### src/rtl/seqPkg.sv
package seqPkg;

  // Strobes passed from the control module to the datapath.
  typedef struct packed {
    logic loadInject;  // take the test value
    logic goHome;      // recover from an illegal code
    logic stepUp;      // move to the next legal code
    logic wrapUp;      // leave the last legal code for home
    logic flagSet;     // an illegal code is present this cycle
  } seqStrobeT;

endpackage

### src/rtl/seqControl.sv
module seqControl
  import seqPkg::*;
#(
  parameter int STATE_W    = 4,
  parameter int NUM_STATES = 13
) (
  input  logic               clk,
  input  logic               rst,
  input  logic               advance,
  input  logic               injectEn,
  input  logic [STATE_W-1:0] stateQ,
  output seqStrobeT          strobes
);

  localparam logic [STATE_W-1:0] LAST_CODE = STATE_W'(NUM_STATES - 1);

  logic isIllegal;
  logic isLast;
  logic moveOk;

  // Range check kept as real logic: it drives both recovery and the flag.
  assign isIllegal = (int'(stateQ) >= NUM_STATES);
  assign isLast    = (stateQ == LAST_CODE);
  assign moveOk    = advance && !isIllegal && !injectEn;

  always_comb begin
    strobes.loadInject = injectEn;
    strobes.goHome     = isIllegal && !injectEn;
    strobes.stepUp     = moveOk && !isLast;
    strobes.wrapUp     = moveOk && isLast;
    strobes.flagSet    = isIllegal;
  end

  AST_STEP_FORWARD: assert property (@(posedge clk) disable iff (rst)
    (advance && !injectEn && (int'(stateQ) < NUM_STATES - 1)) |=> (stateQ == $past(stateQ) + STATE_W'(1)));

  AST_HOLD_NO_ADVANCE: assert property (@(posedge clk) disable iff (rst)
    (!advance && !injectEn && (int'(stateQ) < NUM_STATES)) |=> $stable(stateQ));

  AST_WRAP_TO_HOME: assert property (@(posedge clk) disable iff (rst)
    (advance && !injectEn && stateQ == LAST_CODE) |=> (stateQ == '0));

endmodule

### src/rtl/seqDatapath.sv
module seqDatapath
  import seqPkg::*;
#(
  parameter int STATE_W    = 4,
  parameter int NUM_STATES = 13
) (
  input  logic                  clk,
  input  logic                  rst,
  input  seqStrobeT             strobes,
  input  logic [STATE_W-1:0]    injectCode,
  output logic [STATE_W-1:0]    stateQ,
  output logic                  errorQ,
  output logic [NUM_STATES-2:0] stageHot
);

  localparam int HOT_W = NUM_STATES - 1;

  always_ff @(posedge clk) begin
    if (rst) begin
      stateQ <= '0;
      errorQ <= 1'b0;
    end else begin
      if (strobes.loadInject) begin
        stateQ <= injectCode;
      end else if (strobes.goHome || strobes.wrapUp) begin
        stateQ <= '0;
      end else if (strobes.stepUp) begin
        stateQ <= stateQ + STATE_W'(1);
      end
      if (strobes.flagSet) begin
        errorQ <= 1'b1;
      end
    end
  end

  // Each strobe compares against its own code. Home and every out-of-range
  // code match no strobe, so all sixteen codes give a defined output.
  for (genvar i = 0; i < HOT_W; i++) begin : gHot
    assign stageHot[i] = (stateQ == STATE_W'(i + 1));
  end

  AST_RECOVER_ONE_CLK: assert property (@(posedge clk) disable iff (rst)
    ((int'(stateQ) >= NUM_STATES) && !strobes.loadInject) |=> (stateQ == '0));

  AST_FLAG_ON_ILLEGAL: assert property (@(posedge clk) disable iff (rst)
    (int'(stateQ) >= NUM_STATES) |=> errorQ);

  AST_FLAG_STICKY: assert property (@(posedge clk) disable iff (rst)
    errorQ |=> errorQ);

  AST_INJECT_LOAD: assert property (@(posedge clk) disable iff (rst)
    strobes.loadInject |=> (stateQ == $past(injectCode)));

  AST_OUT_ONEHOT0: assert property (@(posedge clk) disable iff (rst)
    $onehot0(stageHot));

  AST_OUT_QUIET_BAD: assert property (@(posedge clk) disable iff (rst)
    ((int'(stateQ) >= NUM_STATES) || stateQ == '0) |-> (stageHot == '0));

endmodule

### src/rtl/safeSequencer.sv
module safeSequencer
  import seqPkg::*;
#(
  parameter int STATE_W    = 4,
  parameter int NUM_STATES = 13
) (
  input  logic                  clk,
  input  logic                  rst,
  input  logic                  advance,
  input  logic                  injectEn,
  input  logic [STATE_W-1:0]    injectCode,
  output logic [NUM_STATES-2:0] stageHot,
  output logic [STATE_W-1:0]    stateCode,
  output logic                  errorFlag
);

  seqStrobeT          strobes;
  logic [STATE_W-1:0] stateQ;

  seqControl #(.STATE_W(STATE_W), .NUM_STATES(NUM_STATES)) uControl (
    .clk      (clk),
    .rst      (rst),
    .advance  (advance),
    .injectEn (injectEn),
    .stateQ   (stateQ),
    .strobes  (strobes)
  );

  seqDatapath #(.STATE_W(STATE_W), .NUM_STATES(NUM_STATES)) uDatapath (
    .clk        (clk),
    .rst        (rst),
    .strobes    (strobes),
    .injectCode (injectCode),
    .stateQ     (stateQ),
    .errorQ     (errorFlag),
    .stageHot   (stageHot)
  );

  assign stateCode = stateQ;

endmodule

### config.mk
export PLATFORM = sky130hd
export DESIGN_NAME = safeSequencer
export DESIGN_NICKNAME = d
export VERILOG_FILES = /design/src/rtl/seqPkg.sv /design/src/rtl/seqControl.sv /design/src/rtl/seqDatapath.sv /design/src/rtl/safeSequencer.sv
export SDC_FILE = /design/constraint.sdc
export NUM_CORES = 1
export LEC_CHECK = 0
export ABC_AREA = 1
export BUFFER_PORTS_ARGS = -buffer_cell sky130_fd_sc_hd__buf_2
export CORE_AREA = 10 10 47 49
export DETAILED_ROUTE_END_ITERATION = 7
export DIE_AREA = 0 0 57 59
export GPL_TIMING_DRIVEN = 0
export HOLD_SLACK_MARGIN = 0.02
export PLACE_DENSITY_LB_ADDON = 0.15
export SYNTH_ARGS = -nofsm -noshare
export SYNTH_HDL_FRONTEND = slang
export SYNTH_SLANG_ARGS = --single-unit
### constraint.sdc
create_clock -name clk -period 3.7 [get_ports clk]
set_input_delay 0.74 -clock clk [delete_from_list [all_inputs] [get_ports clk]]
set_output_delay 0.74 -clock clk [all_outputs]
set_load 0.05 [all_outputs]
==> impl_metrics.env <==
export IMPL_p_sw_mw=0.0924
export IMPL_antenna_found_initial=0
export IMPL_start_util=0.350
export IMPL_slowest_delay_ns=0.44
export IMPL_htree_levels=1
export IMPL_dr_pass1_iters=4
export IMPL_clkPwrFrac=0.291
export IMPL_cp_common_cell="inv_1"
export IMPL_post_dp_cell_area_um2=626
export IMPL_synthDistinctLibCells=18
export IMPL_worstPathCellList="inv_1, ha_1, inv_1, nor2_2, buf_4, buf_2"
export IMPL_hold_viol=0
export IMPL_crit_buf_inv=4
export IMPL_synth_cells=80
export IMPL_die_area_mm2=0.00336
export IMPL_postCtsHoldBufs=0
export IMPL_required_ns=2.96
export IMPL_min_period_over_period=0.605
export IMPL_grt_pass1_vias=549
export IMPL_place_ws_ns=1.69
export IMPL_rows=14
export IMPL_crit_family="buffers and inverters"
export IMPL_cts_tree="built"
export IMPL_slew_violations=0
export IMPL_start_kind="register"
export IMPL_drc=0
export IMPL_switching_share=0.430
export IMPL_cts_max_path_buffers=2
export IMPL_grt_overflow=0
export IMPL_setup_viol=0
export IMPL_port_buffers=23
export IMPL_root_buffer="clkbuf_4"
export IMPL_num_antenna_cells=0
export IMPL_die_y_um=59
export IMPL_crit_arrival_ns=1.50
export IMPL_ios=25
export IMPL_final_layout_size_suffix_gt1_frac=0.355
export IMPL_crit_path_end_kind="output pin"
export IMPL_worstSetupPathType="register to output pin"
export IMPL_intPower_mw=0.122
export IMPL_wirelength_mm=1.31
export IMPL_cts_made_buffers=3
export IMPL_syn_avg_cell_area_um2=6.13
export IMPL_ys_ff_latch=5
export IMPL_maxClockFrequency_mhz=447
export IMPL_rsz0062_at_grt="no"
export IMPL_crit_path_max_fanout=7
export IMPL_leakagePower_nw=0.396
export IMPL_drt_iter0_drc=9
export IMPL_slew_headroom=0.838
export IMPL_hp_class="register to register"
export IMPL_worst_skew_pair_late_latency_ns=0.24
export IMPL_cpMaxStageDelayCell="dfxtp_1"
export IMPL_clk_pin_slew_ns=0.04
export IMPL_status="completed"
export IMPL_tightest_slew_ns=0.242
export IMPL_cts_sink_count=5
export IMPL_vias=540
export IMPL_core_region_area_mm2=0.00140
export IMPL_combPwrFrac=0.408
export IMPL_min_period_ns=2.24
export IMPL_place_gp_congestion=0.739
export IMPL_finalNonFillerCells=123
export IMPL_ant_nets=0
export IMPL_track_usage=0.0842
export IMPL_viasPerCell=4.39
export IMPL_yosys_warnings=0
export IMPL_postCtsSetupRepairBufs=0
export IMPL_placed_cells=119
export IMPL_powerDensity_mw_per_mm2=330
export IMPL_cap_violations=0
export IMPL_fin_nets=121
export IMPL_area_growth_pct=32.9
export IMPL_ys_seq_area_frac=0.204
export IMPL_wl_per_cell_um=10.7
export IMPL_setup_slack_ns=1.46
export IMPL_syn_area_um2=490
export IMPL_die_w_um=57
export IMPL_final_area_um2=652
export IMPL_grt_max_degree=9
export IMPL_power_mw=0.215
export IMPL_vdd_drop_max_v=0.000196
export IMPL_grt_pass1_wl_mm=2.31
export IMPL_cts_resized=0
export IMPL_seqPwrFrac=0.302
export IMPL_syn_nets=93
export IMPL_dp_hpwl_mm=1.11
export IMPL_skew_ns=0.00228
export IMPL_fin_tns_setup_ns=0
flip-flops by register name, summed over array words and instances (netlist names):
name              flops
uDatapath.errorQ      1
uDatapath.stateQ      4
worst reg2reg max path, delay by kind of cell, from the launching register on:
family	cells	cell delay, ns
AO/OA/AOI/OAI	1	0.16
buffers and inverters	2	0.22
adder cells (fa/ha/maj)	1	0.20
flip-flops	1	0.41
AND/OR/NAND/NOR	4	0.37
cells by family after synthesis:
family / share of synthesized area
compound gates: 0.102
fa+ha+maj: 0.128
buf+inv: 0.133
flops: 0.204
simple gates: 0.434
through the flow:
stage	hold WS, ns	util
2_1_floorplan	0.661	-
5_1_grt	0.478	0.465
3_3_place_gp	0.432	0.446
6_report	0.442	0.465
3_5_place_dp	0.436	0.446
4_1_cts	0.443	0.465
cell usage in the layout, fill, tap and decap left out, drive strengths merged:
cell type | synthesis | routed
a21oi | 3 | 3
a22oi | 2 | 2
buf | 2 | 25
clkbuf | 0 | 4
dfxtp | 5 | 5
ha | 5 | 5
inv | 14 | 14
nand2 | 20 | 20
nand3 | 2 | 2
nand3b | 1 | 1
nor2 | 22 | 22
o21ai | 4 | 4
metal layers:
metal | share of wire | GRT usage
met1 | 0.42 | 0.0806
met5 | 0 | 0
met4 | 0.0061 | 0.0604
met3 | 0.10 | 0.0429
met2 | 0.47 | 0.138
layout make-up:
class / count / area, µm²
Inverter: 14 / 52.6
Buffer: 2 / 12.5
Sequential cell: 5 / 100
Multi-Input combinational cell: 59 / 325
Clock buffer: 4 / 26.3
Fill cell: 165 / 749
Tap cell: 16 / 20.0
Timing Repair Buffer: 23 / 115
path summary, 6_finish.rpt:
check                      startpoint                   to  slack, ns  cells after the start
setup / recovery  uDatapath.stateQ[0]         stageHot[11]       1.46                      6
hold / removal       uDatapath.errorQ     uDatapath.errorQ       0.44                      2
setup reg to reg  uDatapath.stateQ[1]  uDatapath.stateQ[3]       2.24                      8
hold reg to reg      uDatapath.errorQ     uDatapath.errorQ       0.44                      2
synth_stat cells:
master | instances | area share
nor2_1 | 18 | 0.14
o21ai_0 | 2 | 0.020
ha_1 | 5 | 0.13
inv_1 | 13 | 0.099
nand3_1 | 2 | 0.020
buf_2 | 1 | 0.010
nor2_4 | 1 | 0.023
nand2_4 | 2 | 0.046
nand3b_1 | 1 | 0.015
o21ai_1 | 2 | 0.020
a21oi_1 | 3 | 0.031
nand2_2 | 3 | 0.038
nand2_1 | 15 | 0.11
inv_2 | 1 | 0.0076
a22oi_1 | 2 | 0.031
dfxtp_1 | 5 | 0.20
nor2_2 | 3 | 0.038
buf_4 | 1 | 0.015
power groups by stage:
stage / clock network [mW] / logic, mW / registers [mW]
floorplan: 0 / 0.0547 / 0.0786
global placement: 0 / 0.0878 / 0.0655
detailed placement: 0 / 0.0887 / 0.0659
CTS: 0.0667 / 0.0890 / 0.0649
global route: 0.0692 / 0.0975 / 0.0659
finish: 0.0624 / 0.0876 / 0.0648
(Power assumes the default switching activity.)
